===== config.mk =====
export PLATFORM = sky130hd
export DESIGN_NAME = irq_qctl
export DESIGN_NICKNAME = d
export VERILOG_FILES = /design/src/rtl/irq_qctl_pkg.sv /design/src/rtl/irq_qctl_decode.sv /design/src/rtl/irq_qctl_hold.sv /design/src/rtl/irq_qctl_gate.sv /design/src/rtl/irq_qctl.sv
export SDC_FILE = /design/constraint.sdc
export NUM_CORES = 1
export LEC_CHECK = 0
export BUFFER_PORTS_ARGS = -buffer_cell sky130_fd_sc_hd__buf_2
export CORE_MARGIN = 3
export CORE_UTILIZATION = 60
export CTS_CLUSTER_DIAMETER = 40
export DETAILED_ROUTE_END_ITERATION = 12
export GPL_TIMING_DRIVEN = 0
export PLACE_DENSITY = 0.92
export SLEW_MARGIN = 20
export SYNTH_ARGS = -nofsm -noshare
export SYNTH_HDL_FRONTEND = slang
export SYNTH_HIERARCHICAL = 1
export SYNTH_SLANG_ARGS = --single-unit

===== constraint.sdc =====
create_clock -name clk -period 7.1 [get_ports clk]
set_clock_uncertainty 0.15 [all_clocks]
set_input_delay 1.065 -clock clk [delete_from_list [all_inputs] [get_ports clk]]
set_output_delay 1.065 -clock clk [all_outputs]
set_load 0.01 [all_outputs]

===== src/rtl/irq_qctl_pkg.sv =====
package irq_qctl_pkg;

   localparam logic [6:0] OPC_CUST0 = 7'b0001011;

   localparam logic [6:0] F7_HREAD  = 7'b0000000;
   localparam logic [6:0] F7_HWRITE = 7'b0000001;
   localparam logic [6:0] F7_IRET   = 7'b0000010;
   localparam logic [6:0] F7_MSWAP  = 7'b0000011;

   localparam logic [2:0] F3_HREAD  = 3'b100;
   localparam logic [2:0] F3_HWRITE = 3'b010;
   localparam logic [2:0] F3_IRET   = 3'b000;
   localparam logic [2:0] F3_MSWAP  = 3'b110;

   typedef enum logic [2:0] {
      OP_NONE,
      OP_HREAD,
      OP_HWRITE,
      OP_IRET,
      OP_MSWAP,
      OP_BAD
   } qop_e;

   typedef struct packed {
      qop_e       op;
      logic [4:0] rd;
      logic [4:0] rs1;
   } qdec_t;

endpackage


===== src/rtl/irq_qctl_decode.sv =====
module irq_qctl_decode
   import irq_qctl_pkg::*;
#(
   parameter int NUM_Q = 4
) (
   input  logic        valid,
   input  logic [31:0] instr,
   output qdec_t       dec
);

   logic [6:0] opc;
   logic [6:0] f7;
   logic [2:0] f3;
   logic [4:0] f_rd;
   logic [4:0] f_rs1;
   logic [4:0] f_rs2;
   logic       sel_rs1_ok;
   logic       sel_rd_ok;
   logic       regs_zero;

   assign opc   = instr[6:0];
   assign f_rd  = instr[11:7];
   assign f3    = instr[14:12];
   assign f_rs1 = instr[19:15];
   assign f_rs2 = instr[24:20];
   assign f7    = instr[31:25];

   assign sel_rs1_ok = (int'(f_rs1) < NUM_Q);
   assign sel_rd_ok  = (int'(f_rd) < NUM_Q);
   assign regs_zero  = (f_rd == 5'd0) && (f_rs1 == 5'd0) && (f_rs2 == 5'd0);

   always_comb begin
      dec.op  = OP_NONE;
      dec.rd  = f_rd;
      dec.rs1 = f_rs1;
      if (valid && (opc == OPC_CUST0)) begin
         if ((f7 == F7_HREAD) && (f3 == F3_HREAD)) begin
            dec.op = sel_rs1_ok ? OP_HREAD : OP_BAD;
         end else if ((f7 == F7_HWRITE) && (f3 == F3_HWRITE)) begin
            dec.op = sel_rd_ok ? OP_HWRITE : OP_BAD;
         end else if ((f7 == F7_IRET) && (f3 == F3_IRET)) begin
            dec.op = regs_zero ? OP_IRET : OP_BAD;
         end else if ((f7 == F7_MSWAP) && (f3 == F3_MSWAP)) begin
            dec.op = OP_MSWAP;
         end else begin
            dec.op = OP_BAD;
         end
      end
   end

endmodule


===== src/rtl/irq_qctl_hold.sv =====
module irq_qctl_hold #(
   parameter int XLEN  = 32,
   parameter int NUM_Q = 4,
   parameter int SEL_W = 2
) (
   input  logic             clk,
   input  logic             rst_n,
   input  logic             wr_en,
   input  logic [SEL_W-1:0] wr_sel,
   input  logic [XLEN-1:0]  wr_data,
   input  logic             entry,
   input  logic [XLEN-1:0]  entry_pc,
   input  logic [XLEN-1:0]  entry_bits,
   input  logic [SEL_W-1:0] rd_sel,
   output logic [XLEN-1:0]  rd_data,
   output logic [XLEN-1:0]  h0_data
);

   logic [XLEN-1:0] hold_q [NUM_Q];

   for (genvar g = 0; g < NUM_Q; g++) begin : g_hold
      logic wr_hit;
      assign wr_hit = wr_en && (wr_sel == SEL_W'(g));

      if (g == 0) begin : g_resume
         always_ff @(posedge clk or negedge rst_n) begin
            if (!rst_n)       hold_q[g] <= '0;
            else if (entry)   hold_q[g] <= entry_pc;
            else if (wr_hit)  hold_q[g] <= wr_data;
         end
      end else if (g == 1) begin : g_cause
         always_ff @(posedge clk or negedge rst_n) begin
            if (!rst_n)       hold_q[g] <= '0;
            else if (entry)   hold_q[g] <= entry_bits;
            else if (wr_hit)  hold_q[g] <= wr_data;
         end
      end else begin : g_scratch
         always_ff @(posedge clk or negedge rst_n) begin
            if (!rst_n)       hold_q[g] <= '0;
            else if (wr_hit)  hold_q[g] <= wr_data;
         end
      end
   end

   assign rd_data = hold_q[rd_sel];
   assign h0_data = hold_q[0];

endmodule


===== src/rtl/irq_qctl_gate.sv =====
module irq_qctl_gate #(
   parameter int              XLEN      = 32,
   parameter int              ILL_BIT   = 1,
   parameter logic [XLEN-1:0] MASK_INIT = '1
) (
   input  logic            clk,
   input  logic            rst_n,
   input  logic [XLEN-1:0] raw,
   input  logic            ill_set,
   input  logic            mask_wr,
   input  logic [XLEN-1:0] mask_wdata,
   input  logic            ret_exec,
   output logic            take,
   output logic [XLEN-1:0] deliver,
   output logic [XLEN-1:0] mask_q,
   output logic [XLEN-1:0] pend_q,
   output logic            active_q
);

   localparam logic [XLEN-1:0] ILL_ONEHOT = XLEN'(1) << ILL_BIT;

   logic [XLEN-1:0] ready;
   logic [XLEN-1:0] pend_d;

   assign ready   = pend_q & ~mask_q;
   assign take    = !active_q && (ready != '0);
   assign deliver = take ? ready : '0;

   always_comb begin
      pend_d = (pend_q & ~deliver) | raw;
      if (ill_set) pend_d = pend_d | ILL_ONEHOT;
   end

   always_ff @(posedge clk or negedge rst_n) begin
      if (!rst_n) begin
         pend_q   <= '0;
         mask_q   <= MASK_INIT;
         active_q <= 1'b0;
      end else begin
         pend_q <= pend_d;
         if (mask_wr) mask_q <= mask_wdata;
         if (take)          active_q <= 1'b1;
         else if (ret_exec) active_q <= 1'b0;
      end
   end

endmodule


===== src/rtl/irq_qctl.sv =====
module irq_qctl
   import irq_qctl_pkg::*;
#(
   parameter int              XLEN      = 32,
   parameter int              NUM_Q     = 4,
   parameter logic [XLEN-1:0] RESET_VEC = '0,
   parameter logic [XLEN-1:0] VEC_OFS   = XLEN'(16),
   parameter int              ILL_BIT   = 1,
   parameter logic [XLEN-1:0] MASK_INIT = '1
) (
   input  logic            clk,
   input  logic            rst_n,
   input  logic            instr_valid,
   input  logic [31:0]     instr,
   input  logic [XLEN-1:0] rs1_val,
   input  logic [XLEN-1:0] cur_pc,
   input  logic [XLEN-1:0] irq_raw,
   output logic            rd_we,
   output logic [4:0]      rd_addr,
   output logic [XLEN-1:0] rd_wdata,
   output logic            redir_valid,
   output logic [XLEN-1:0] redir_pc
);

   localparam int              SEL_W   = $clog2(NUM_Q);
   localparam logic [XLEN-1:0] IRQ_VEC = RESET_VEC + VEC_OFS;

   if (NUM_Q < 2 || NUM_Q > 32 || (NUM_Q & (NUM_Q - 1)) != 0) begin : g_bad_numq
      $error("NUM_Q must be a power of two between 2 and 32");
   end
   if (ILL_BIT < 0 || ILL_BIT >= XLEN) begin : g_bad_illbit
      $error("ILL_BIT must index a source bit");
   end
   if (XLEN < 8) begin : g_bad_xlen
      $error("XLEN too small");
   end

   qdec_t           dec;
   logic            take;
   logic [XLEN-1:0] deliver;
   logic [XLEN-1:0] irq_mask;
   logic [XLEN-1:0] irq_pend;
   logic            irq_active;
   logic [XLEN-1:0] hold_rdata;
   logic [XLEN-1:0] hold_h0;

   logic do_read;
   logic do_write;
   logic do_ret;
   logic do_swap;
   logic do_bad;

   irq_qctl_decode #(.NUM_Q(NUM_Q)) u_dec (
      .valid (instr_valid),
      .instr (instr),
      .dec   (dec)
   );

   assign do_read  = !take && (dec.op == OP_HREAD);
   assign do_write = !take && (dec.op == OP_HWRITE);
   assign do_ret   = !take && (dec.op == OP_IRET);
   assign do_swap  = !take && (dec.op == OP_MSWAP);
   assign do_bad   = !take && (dec.op == OP_BAD);

   irq_qctl_gate #(
      .XLEN      (XLEN),
      .ILL_BIT   (ILL_BIT),
      .MASK_INIT (MASK_INIT)
   ) u_gate (
      .clk        (clk),
      .rst_n      (rst_n),
      .raw        (irq_raw),
      .ill_set    (do_bad),
      .mask_wr    (do_swap),
      .mask_wdata (rs1_val),
      .ret_exec   (do_ret),
      .take       (take),
      .deliver    (deliver),
      .mask_q     (irq_mask),
      .pend_q     (irq_pend),
      .active_q   (irq_active)
   );

   irq_qctl_hold #(
      .XLEN  (XLEN),
      .NUM_Q (NUM_Q),
      .SEL_W (SEL_W)
   ) u_hold (
      .clk        (clk),
      .rst_n      (rst_n),
      .wr_en      (do_write),
      .wr_sel     (dec.rd[SEL_W-1:0]),
      .wr_data    (rs1_val),
      .entry      (take),
      .entry_pc   (cur_pc),
      .entry_bits (deliver),
      .rd_sel     (dec.rs1[SEL_W-1:0]),
      .rd_data    (hold_rdata),
      .h0_data    (hold_h0)
   );

   always_ff @(posedge clk or negedge rst_n) begin
      if (!rst_n) begin
         rd_we       <= 1'b0;
         rd_addr     <= '0;
         rd_wdata    <= '0;
         redir_valid <= 1'b0;
         redir_pc    <= '0;
      end else begin
         rd_we       <= do_read || do_swap;
         redir_valid <= take || do_ret;
         if (do_read || do_swap) begin
            rd_addr  <= dec.rd;
            rd_wdata <= do_swap ? irq_mask : hold_rdata;
         end
         if (take)        redir_pc <= IRQ_VEC;
         else if (do_ret) redir_pc <= hold_h0;
      end
   end

endmodule


# Word-level counts from Yosys, hierarchy flattened
# Cells that the tools add are included.
dict set report word_totals {
  regBits 264
  wordCells 89
  in_bits 131
  output_inout_bits 71
}
dict set report classes {
  muxes 22
  n_lt_le_gt_ge 3
  eq_ne 15
  n_bitwise 6
  reduce_logical 31
}
# cell n
set ops {}
lappend ops {{$mux W32} 10}
lappend ops {{$and A32 B32 Y32} 2}
lappend ops {{$bmux W32 S2} 1}
lappend ops {{$not A32 Y32} 2}
lappend ops {{$or A32 B32 Y32} 1}
lappend ops {{$reduce_bool A32 Y1} 1}
lappend ops {{$mux W3} 7}
lappend ops {{$logic_and A1 B1 Y1} 17}
lappend ops {{$logic_not A5 Y1} 3}
lappend ops {{$eq A7 B2 Y1 const B} 2}
lappend ops {{$eq A3 B3 Y1 const B} 4}
lappend ops {{$lt A5 B3 Y1 const B} 2}
lappend ops {{$eq A3 B2 Y1 const B} 3}
lappend ops {{$eq A7 B1 Y1 const B} 1}
lappend ops {{$eq A7 B4 Y1 const B} 1}
lappend ops {{$logic_not A7 Y1} 1}
lappend ops {{$reduce_bool A2 Y1} 3}
lappend ops {{$eq A2 B2 Y1 const B} 2}
lappend ops {{$eq A3 B1 Y1 const B} 1}
lappend ops {{$ge A3 B3 Y1 const B} 1}
lappend ops {{$logic_not A3 Y1} 1}
lappend ops {{$mux W1} 3}
lappend ops {{$not A2 Y3} 1}
lappend ops {{$eq A2 B1 Y1 const B} 1}
lappend ops {{4 further kinds} 6}

# Logic depth before layout (Yosys ltp)
# Gate-level depths: netlist of the first run.
dict set report depth {
  word_depth 13
  ltp_mapped 14
  ltp_nobuf 11
}

# By module
# Netlist of the first run, hierarchy kept.
# module seq_area_each_um2 n_inst cells_per_inst area_each_um2
set by_module_without_submodules {}
lappend by_module_without_submodules {irq_qctl_hold 3203.1 1 424 6177.2}
lappend by_module_without_submodules {irq_qctl_gate 1666.6 1 289 2995.4}
lappend by_module_without_submodules {irq_qctl 1776.7 1 241 2798.9}
lappend by_module_without_submodules {irq_qctl_decode 0.0 1 33 236.5}

# Least setup slack after synthesis of the first run
# No wires, ideal clock.
dict set report synth_timing {
  path_type {input -> register}
  from {in instr[5]}
  to {reg u_gate.mask_q[10]}
  setup_time_ps 82
  n_path_buf 4
  arrival_time_ps 3605
  t_required_ps 6868
  stages 10
  slack_ps 3262
  path_cell_list {nor4b_1 > nand4_1 > nor3_1 > or4b_1 > buf_2 > buf_6 > inv_1 > clkbuf_1 > buf_1 > mux2_2}
}
# item line
set synth_rtl {}
lappend synth_rtl {{start, declared} irq_qctl.sv:14} ;# input logic [31:0] instr,
lappend synth_rtl {{end signal, assigned} irq_qctl_gate.sv:41} ;# if (mask_wr) mask_q <= mask_wdata;
lappend synth_rtl {{end, declared} irq_qctl_gate.sv:15} ;# output logic [XLEN-1:0] mask_q,

# Final worst setup path of the first run
dict set report layout_timing {
  from {reg u_gate.mask_q[28]}
  to {reg u_gate.mask_q[9]}
}
dict set report layout_via {
  elab_chain_cells 6
}
# item line
set layout_rtl {}
lappend layout_rtl {{$not A32 Y32} irq_qctl_gate.sv:25} ;# assign ready = pend_q & ~mask_q;
lappend layout_rtl {{$and A32 B32 Y32} irq_qctl_gate.sv:25}
lappend layout_rtl {{$reduce_bool A32 Y1} irq_qctl_gate.sv:26} ;# assign take = !active_q && (ready != '0);
lappend layout_rtl {{$logic_and A1 B1 Y1} irq_qctl_gate.sv:26}
lappend layout_rtl {{named net take} irq_qctl.sv:39} ;# logic take;
lappend layout_rtl {{$logic_not A1 Y1} irq_qctl.sv:62} ;# assign do_swap = !take && (dec.op == OP_MSWAP);
lappend layout_rtl {{$logic_and A1 B1 Y1} irq_qctl.sv:62}
lappend layout_rtl {{named net do_swap} irq_qctl.sv:50} ;# logic do_swap;
# The timed path passes the listed nets, and every way through them passes these cells.
# A chain may end at the register's enable or synchronous reset.

==> run metrics, run 1 <==
status finished clean; die area about 0.022 mm^2; Total Routing Usage GR 0.336; R2R cell count 14; largest net degree at the start of global routing 105; Slew @ Worst Pin between 0.9 and 1 ns; syn_area_per_cell about 12 um^2; Worst-Skew Late Latency about 0.55 ns; Flop pwr share 0.462; maximum resistive drop on vdd approximately 0.00021 V; pre-CTS setup slack around 2.4 ns; detailed placer's ending HPWL 24,700 um; WP data arrival between 5 and 6 ns; GP Congestion slightly above 0.9; worst setup margin ~2.3 ns; DR WL/cell between 20 and 25 um; TNS Setup 0 ns; RSZ-0062 raised after global routing false; area grow syn2layout 20.0%; vias in the first global route slightly above 10,000; Power Density 240 mW/mm^2; DRT antenna net count 0; fin cells between 1,500 and 2,000; clock transition at the registers of the reported paths 0.06 ns; Crit Path Class reg2reg; Fill cells between 1,000 and 1,500; I/O pin count 202; fin crit share 0.678; Combinational Power Share 0.080; Syn Std Cell Area around 0.012 mm^2; Relative slew margins 0.355; max-capacitance violation count 0; clock share of power 0.458; worst hold-check path type in2async; CTS Sinks roughly 260; Inst Count DP approximately 1,500; Die Ht 149 um; Final min period 4.81 ns; hold_buf cts 0; Max Slew Vio Count 0; number of post-CTS setup repair buffers 0; Leakage 7.24 nW; CTS root buf clkbuf_16; initial antenna violation count 3; clock buffer count from CTS 30; sw power 0.000833 W; Net Sw Frac 0.238; Vias/cell 6.61; detailed-route via count roughly 10,000; FMAX 208 MHz; CP required ~7.4 ns; grt ovf 0; CP Capture Type flip-flop; CTS tree yes; DRT iter0 DRCs roughly 1,200; Port Buffers 201; Max clock buf depth 3; Syn Nets between 1,000 and 1,500; DRC 0; Cell Rows 51; Initial Util 0.618; layout cells sized above 1 0.411; Finish-stage setup viols 0; internal power between 0.002 and 0.003 W; Pre-antenna DRT Iters 6; register-to-register setup slack approximately 2.3 ns; DRT Wirelength roughly 37,000 um; Cells after Synth just under 1,000; Ys Warns 6; Die X approximately 150 um; first-pass GRT wire length roughly 57,000 um; Core ar. 0.0197 mm^2; Worst Path Max Fanout 10; design area between 0.01 and 0.015 mm^2; Fin. Hold Viols 0; PostCTS Resize Cnt 0; Startpoint Class flip-flop; Placed Area about 0.014 mm^2; # H-tree levels 1; Final nets ~1,400
through the flow:
stage / hold WS, ns / util / power (W)
after CTS: 0.336 / 0.741 / 0.00351
after detailed placement: 0.327 / 0.689 / 0.00192
after global placement: 0.331 / 0.686 / 0.00190
after global routing: 0.344 / 0.742 / 0.00361
after floorplan: 0.324 / - / 0.00175
final: 0.308 / 0.742 / 0.00350
worst max-delay path, stage by stage (launching register included):
cell	delay, ns
dfstp_2	0.55
nand2b_1	0.28
nand4_1	0.21
nor4_2	0.42
a41o_1	0.24
buf_4	0.18
buf_4	0.21
inv_1	0.18
or4b_1	0.54
buf_2	0.21
buf_6	0.17
inv_1	0.06
clkbuf_1	0.27
buf_1	0.63
mux2_2	0.42
worst paths after layout:
path / from / to
max: u_gate/mask_q[28]$_DFFE_PN1P_ / u_gate/mask_q[9]$_DFFE_PN1P_
min: rst_n / rd_wdata[26]$_DFFE_PN0P_
max reg2reg: u_gate/mask_q[28]$_DFFE_PN1P_ / u_gate/mask_q[9]$_DFFE_PN1P_
min reg2reg: redir_pc[6]$_DFFE_PN0P_ / redir_pc[6]$_DFFE_PN0P_
max in group asynchronous: rst_n / u_gate/mask_q[8]$_DFFE_PN1P_
min in group clk: redir_pc[6]$_DFFE_PN0P_ / redir_pc[6]$_DFFE_PN0P_
registers in the layout, indices dropped and copies added, names as in the netlist:
| register | flops |
|---|---|
| u_hold/hold_q | 96 |
| redir_valid | 1 |
| u_hold/h0_data | 32 |
| rd_addr | 5 |
| u_gate/active_q | 1 |
| rd_wdata | 32 |
| u_gate/mask_q | 32 |
| rd_we | 1 |
| redir_pc | 32 |
| u_gate/pend_q | 32 |
power by group through the flow:
stage	Combinational [W]	Clock (W)	Sequential (W)
after global placement	0.000261	0	0.00164
final	0.000280	0.00161	0.00162
after detailed placement	0.000275	0	0.00164
after floorplan	0.0000883	0	0.00166
after CTS	0.000280	0.00161	0.00162
after global routing	0.000304	0.00167	0.00163
layer usage:
| layer | track usage | vias up | wire length (um) |
|---|---|---|---|
| met1 | 0.434 | 4910 | 13300 |
| met2 | 0.539 | 802 | 17500 |
| met3 | 0.0771 | 186 | 4500 |
| met5 | 0 | - | 21 |
| met4 | 0.172 | 4 | 2010 |
| li1 | - | 4074 | - |
final cells by class:
| cell class | count | area (um^2) | area share |
|---|---|---|---|
| Sequential cell | 264 | 6650 | 0.454 |
| Antenna cell | 2 | 5.00 | 0.000342 |
| Buffer | 107 | 663 | 0.0453 |
| Clock inverter | 14 | 185 | 0.0127 |
| Multi-Input combinational cell | 607 | 4850 | 0.332 |
| Inverter | 6 | 22.5 | 0.00154 |
| Timing Repair Buffer | 203 | 1070 | 0.0732 |
| Clock buffer | 42 | 847 | 0.0579 |
| Tap cell | 265 | 332 | 0.0227 |
placed cells by master, fill, tap and decap left out, drive strengths merged, types with 4 or more instances in the layout:
master	n
a221o	60
clkbuf	64
a21oi	66
nor2	99
dfstp	32
bufinv	4
mux4	32
clkinv	7
buf	288
nor3	36
o22ai	32
inv	9
a22o	31
nor2b	10
and3	8
and2	60
nor4	7
nand2	5
nand4	9
mux2	109
nand2b	26
dfrtp	232
(Power assumes the default switching activity.)
==> run 2: changes to the inputs <==
--- a/config.mk
+++ b/config.mk
@@ -7,11 +7,11 @@
 export LEC_CHECK = 0
 export BUFFER_PORTS_ARGS = -buffer_cell sky130_fd_sc_hd__buf_2
 export CORE_MARGIN = 3
-export CORE_UTILIZATION = 60
+export CORE_UTILIZATION = 57
 export CTS_CLUSTER_DIAMETER = 40
 export DETAILED_ROUTE_END_ITERATION = 12
 export GPL_TIMING_DRIVEN = 0
-export PLACE_DENSITY = 0.92
+export PLACE_DENSITY = 0.89
 export SLEW_MARGIN = 20
 export SYNTH_ARGS = -nofsm -noshare
 export SYNTH_HDL_FRONTEND = slang
==> constraint.sdc (replaced) <==
create_clock -name clk -period 4.9 [get_ports clk]
set_clock_uncertainty 0.15 [all_clocks]
set_input_delay 0.735 -clock clk [delete_from_list [all_inputs] [get_ports clk]]
set_output_delay 0.735 -clock clk [all_outputs]
set_load 0.01 [all_outputs]
==> run 2 against run 1 <==
First-iteration DRC count shrank 13%. Clock power grew 55%. Non-clock buffer count is the same. Maximum frequency grew 7.5%. Largest cell class unchanged.
==> run metrics, run 2 (synthesis gave the netlist of run 1 again) <==
# H-tree levels 1 (unchanged); max-capacitance violation count 0 (unchanged); Pre-antenna DRT Iters 5 (-1); Crit Path Class reg2reg; Initial Util 0.591 (-0.0272); gr busiest metal met2; largest net degree at the start of global routing 105 (unchanged); Slew @ Worst Pin 1.00 ns (+0.0352 ns); worst hold-check path type in2async; critical path's slowest cell buf_1; WP data arrival 4.80 ns (-0.33 ns); CP Capture Type flip-flop; Finish-stage setup viols 0 (unchanged); most flop-heavy register u_hold/hold_q; CTS root buf clkbuf_16; Max clock buf depth 3 (unchanged); commonest non-fill, non-tap cells in the layout dfrtp_1 (232), buf_2 (226), mux2_2 (109); I/O pin count 202 (unchanged); DRT iter0 DRCs 1,029 (-13%); layout cells sized above 1 0.416 (+0.00496); DRT Wirelength 36,200 um (-2.9%); hold_buf cts 0 (unchanged); FMAX 223 MHz (+7.5%); number of post-CTS setup repair buffers 0 (unchanged); Final nets 1,351 (+0.074%); Relative slew margins 0.331 (-0.0235); Total Routing Usage GR 0.301 (-0.0347); Fin. Hold Viols 0 (unchanged); CP required 5.23 ns (-2.19 ns); clock buffer count from CTS 31 (+3.3%); Leakage 7.26 nW (+0.28%); commonest non-fill, non-tap cell in the layout dfrtp_1; Vias/cell 6.37 (-3.5%); power consumption 0.00523 W (+49%); grt ovf 0 (unchanged); Max Slew Vio Count 0 (unchanged); area grow syn2layout 20.8%; detailed-route via count 9,669 (-3.1%); detailed placer's ending HPWL 24,300 um (-1.3%); RSZ-0062 raised after global routing false; Fill cells 1,332 (+13%); met3 Track Usage GR 0.0767 (-0.000404); status finished clean; Worst-Skew Late Latency 0.56 ns (about the same); DR WL/cell 23.9 um (-3.4%); final core occ 0.714 (-0.0280); Worst Path Max Fanout 10 (unchanged); vias in the first global route 9,998 (-2.2%); initial antenna violation count 7 (+4); Die Ht 152 um (+2.5%); met1 Usage GRT 0.394 (-0.0397); CTS Sinks 264 (unchanged); CP Cell Sequence nand2b_1 -> nand2_1 -> nor3_1 -> a41o_1 -> buf_4 -> buf_4 -> inv_1 -> or4b_1 -> buf_2 -> buf_6 -> inv_1 -> clkbuf_1 -> buf_1 -> mux2_2; DRT antenna net count 0 (unchanged); maximum resistive drop on vdd 0.000270 V (+27%); met2 usage 0.487 (-0.0512); die area 0.0232 mm^2 (+5.0%); first-pass GRT wire length 55,500 um (-3.0%); fin crit share 0.913 (+0.235); Final min period 4.48 ns (-0.338 ns); Port Buffers 201 (unchanged); Core ar. 0.0206 mm^2 (+4.6%); PostCTS Resize Cnt 0 (unchanged); Power Density 355 mW/mm^2 (+48%); CTS tree yes; flip-flop count of the largest register after layout 96 (unchanged); Startpoint Class flip-flop; Cell Rows 52 (+2.0%); GP Congestion 0.935 (+2.4%); DRC 0 (unchanged); clock transition at the registers of the reported paths 0.06 ns (about the same); Worst path max stage delay 0.62 ns (about the same); Die X 152 um (+2.5%)
run 2: area by class of cell:
cell class | count | area (um^2) | area share
inverter | 6 | 22.5 | 0.00153
antenna | 2 | 5.00 | 0.000340
multi-input combinational | 607 | 4850 | 0.330
sequential | 264 | 6650 | 0.451
timing repair buffer | 203 | 1070 | 0.0728
tap | 270 | 338 | 0.0229
clock inverter | 19 | 267 | 0.0181
buffer | 107 | 663 | 0.0450
clock buffer | 39 | 856 | 0.0581
run 2: critical path: cells and delay by family, from the launching register on:
family	cells	cell delay [ns]
buffers and inverters	8	1.82
AOI/OAI and AO/OA	1	0.23
muxes	1	0.41
and+or+nand+nor	4	1.21
DFF	1	0.55
run 2: report_power, final:
part | internal, W | switching (W)
Combinational | 0.000166 | 0.000236
Clock | 0.00152 | 0.000968
Sequential | 0.00228 | 0.0000612
Total | 0.00397 | 0.00127
run 2: routing by layer:
layer  up-vias  wire length [um]
met2       680             16900
met4        10              1570
met5         -                67
met3       124              4080
li1       4075                 -
met1      4780             13600
run 2: final timing paths:
kind	startpoint	to	cells after the start	slack, ns
hold reg to reg	redir_pc[6]$_DFFE_PN0P_	redir_pc[6]$_DFFE_PN0P_	1	0.34
min in group clk	irq_raw[6]	u_gate/pend_q[6]$_DFF_PN0_	3	0.29
max in group asynchronous	rst_n	u_gate/mask_q[3]$_DFFE_PN1P_	2	3.67
hold / removal	rst_n	u_hold/hold_q[14]$_DFFE_PN0P_	1	0.003
setup / recovery	u_gate/mask_q[6]$_DFFE_PN1P_	u_gate/mask_q[3]$_DFFE_PN1P_	14	0.42
setup reg to reg	u_gate/mask_q[6]$_DFFE_PN1P_	u_gate/mask_q[3]$_DFFE_PN1P_	14	0.42
run 2: per-stage QoR:
step	setup TNS, ns	hold WS [ns]	setup slack, ns	cell area, um^2	std cells
4_1_cts	0	0.0196	0.512	14700	1515
6_report	0	0.00311	0.424	14700	1517
2_1_floorplan	0	0.289	1.29	12200	984
3_5_place_dp	0	0.327	0.508	13600	1457
5_1_grt	0	0.0377	0.247	14700	1517
3_3_place_gp	-375.12	0.330	-1.63	13500	1455
==> run 3: changes to the inputs <==
==> constraint.sdc (replaced) <==
create_clock -name clk -period 4.38 [get_ports clk]
set_clock_uncertainty 0.15 [all_clocks]
set_input_delay 0.657 -clock clk [delete_from_list [all_inputs] [get_ports clk]]
set_output_delay 0.657 -clock clk [all_outputs]
set_load 0.01 [all_outputs]
==> run 3 against run 2 <==
Setup slack worse by 0.24 ns. Clock power is 11% higher. Power is 12% higher. Die area stayed put. Cell count hardly changed. Critical path depth stayed put. Sequential power is 11% higher. Via count hardly changed. Hold slack better by 0.22 ns. Critical endpoint unchanged. Largest cell class unchanged. Highest routed layer unchanged.
==> run metrics, run 3 (synthesis gave the netlist of run 1 again) <==
status finished clean; WP data arrival 4.52 ns (-0.28 ns); Worst path max stage delay 0.55 ns (-0.07 ns); FMAX 239 MHz (+6.8%); Worst Path Max Fanout 10 (unchanged); maximum resistive drop on vdd 0.000302 V (+12%); first-pass GRT wire length 55,500 um (about the same); internal power 0.00444 W (+12%); most flop-heavy register u_hold/hold_q; R2R cell count 14 (unchanged); CTS tree yes; Finish-stage setup viols 0 (unchanged); Die X 152 um (unchanged); clock share of power 0.474 (about the same); CP Capture Type flip-flop; Port Buffers 201 (unchanged); fin cells 1,518 (+0.066%); Core ar. 0.0206 mm^2 (unchanged); Worst-Skew Late Latency 0.56 ns (about the same); met1 WL 13,400 um (-1.3%); Crit Path Class reg2reg; Cell Rows 52 (unchanged); # H-tree levels 1 (unchanged); RSZ-0062 raised after global routing false; Total Routing Usage GR 0.302 (about the same); number of post-CTS setup repair buffers 0 (unchanged); commonest non-fill, non-tap cell in the layout dfrtp_1; Pre-antenna DRT Iters 5 (unchanged); DRT antenna net count 0 (unchanged); Max clock buf depth 3 (unchanged); grt ovf 0 (unchanged); TNS Setup 0 ns (unchanged); Fill cells 1,329 (-0.23%); Largest delay share family, worst path buffers and inverters; Relative slew margins 0.331 (about the same); fin crit share 0.957 (+0.0437); FF-to-FF Start u_gate/mask_q[25]$_DFFE_PN1P_; DRT iter0 DRCs 979 (-4.9%); CP Cell Sequence nand2b_1 -> nand4_1 -> nor4_2 -> a41o_1 -> buf_4 -> buf_4 -> inv_1 -> or4b_1 -> buf_2 -> buf_6 -> inv_1 -> clkbuf_1 -> buf_2 -> mux2_2; Initial Util 0.591 (unchanged); WHS 0.218 ns (+0.215 ns); initial antenna violation count 7 (unchanged); DRC 0 (unchanged); Fin. Hold Viols 0 (unchanged); DR WL/cell 23.7 um (-0.67%); commonest non-fill, non-tap cells in the layout dfrtp_1 (232), buf_2 (228), mux2_2 (109); CTS Sinks 264 (unchanged); final core occ 0.714 (about the same); met3 wire length 4010 um (-1.7%); uppermost layer routed met5; Combinational Power Share 0.077 (about the same); detailed placer's ending HPWL 24,300 um (unchanged); Net Sw Frac 0.240 (-0.00132); max-capacitance violation count 0 (unchanged); Max Slew Vio Count 0 (unchanged); Worst Hold Depth 3; Flop pwr share 0.449 (about the same); Inst Count DP 1,457 (unchanged); critical path's slowest cell dfstp_2; layout cells sized above 1 0.418 (+0.00207); Vias/cell 6.37 (about the same); sw power 0.00141 W (+11%); Hold Path Sink u_gate/pend_q[6]$_DFF_PN0_; Final min period 4.19 ns (-0.283 ns); register-to-register setup slack 0.19 ns (-0.24 ns); reg2reg end u_gate/mask_q[3]$_DFFE_PN1P_; min-delay src irq_raw[6]; detailed-route via count 9,668 (-0.010%); Die Ht 152 um (unchanged); Startpoint Class flip-flop; vias in the first global route 10,000 (+0.12%); clock transition at the registers of the reported paths 0.06 ns (about the same); flip-flop count of the largest register after layout 96 (unchanged); area grow syn2layout 20.9% (about the same); Leakage 7.27 nW (+0.23%); clock buffer count from CTS 31 (unchanged); CP required 4.71 ns (-0.52 ns); Final nets 1,352 (+0.074%); WP buf/inv 8 (unchanged); I/O pin count 202 (unchanged); GP Congestion 0.935 (unchanged); worst hold-check path type in2reg; met2 WL 16,900 um (-0.24%); DRT Wirelength 36,000 um (-0.60%); largest net degree at the start of global routing 105 (unchanged); Slew @ Worst Pin 1.00 ns (+0.0000966 ns); Power Density 397 mW/mm^2 (+12%); CTS root buf clkbuf_16; die area 0.0232 mm^2 (unchanged)
run 3: cell types whose count changed in the layout (fill, tap and decap cells not counted):
cell	before	now
clkbuf_2	0	1
dlygate4sd3_1	0	1
buf_2	226	228
buf_1	6	3
run 3: layout make-up:
type                            count  area, um^2  share of cell area
Clock inverter                     19         267              0.0181
Buffer                            107         667              0.0453
Tap cell                          270         338              0.0229
Timing Repair Buffer              204        1080              0.0734
Sequential cell                   264        6650               0.451
Clock buffer                       39         856              0.0581
Inverter                            6        22.5             0.00153
Multi-Input combinational cell    607        4850               0.329
Antenna cell                        2        5.00            0.000340
run 3: stage by stage:
stage / setup WS, ns / total power (W) / instance area, um^2
5_1_grt: 0.0343 / 0.00601 / 14700
3_5_place_dp: 0.0315 / 0.00311 / 13600
2_1_floorplan: 0.769 / 0.00283 / 12200
3_3_place_gp: -2.07 / 0.00308 / 13500
6_report: 0.188 / 0.00584 / 14700
4_1_cts: 0.0188 / 0.00587 / 14700
run 3: power groups by stage:
stage	combinational (W)	sequential (W)	clock [W]
CTS	0.000453	0.00262	0.00279
global route	0.000491	0.00264	0.00289
floorplan	0.000143	0.00269	0
global placement	0.000423	0.00266	0
finish	0.000450	0.00262	0.00277
detailed placement	0.000445	0.00266	0
run 3: timing repair:
action,CTS,global route
setup endpoints to repair,6,10
hold buffers,1,0
resized for setup,2,1
hold endpoints to repair,69,0
run 3: worst max path at each step:
stage	startpoint	end	slack (ns)	cells after the start
after floorplan	u_gate/mask_q[23]$_DFFE_PN1P_	u_gate/mask_q[10]$_DFFE_PN1P_	0.77	14
after global placement	rst_n	rd_we$_DFF_PN0_	-2.07	1
after detailed placement	u_gate/mask_q[23]$_DFFE_PN1P_	u_gate/mask_q[7]$_DFFE_PN1P_	0.03	14
after CTS	u_gate/mask_q[23]$_DFFE_PN1P_	u_gate/mask_q[26]$_DFFE_PN1P_	0.02	14
after global routing	u_gate/mask_q[23]$_DFFE_PN1P_	u_gate/mask_q[3]$_DFFE_PN1P_	0.03	14
final	u_gate/mask_q[25]$_DFFE_PN1P_	u_gate/mask_q[3]$_DFFE_PN1P_	0.19	14
run 3: per-layer routing:
layer / GRT usage / vias up
met3: 0.0767 / 132
met2: 0.488 / 652
met1: 0.394 / 4803
li1: - / 4071
met4: 0.122 / 10
met5: 0 / -
run 3: worst register-to-register path: stages (launching register included):
cell and delay (ns):
dfstp_2 0.55, nand2b_1 0.21, nand4_1 0.13, nor4_2 0.34, a41o_1 0.21, buf_4 0.18, buf_4 0.21, inv_1 0.19
or4b_1 0.56, buf_2 0.20, buf_6 0.16, inv_1 0.05, clkbuf_1 0.22, buf_2 0.37, mux2_2 0.38
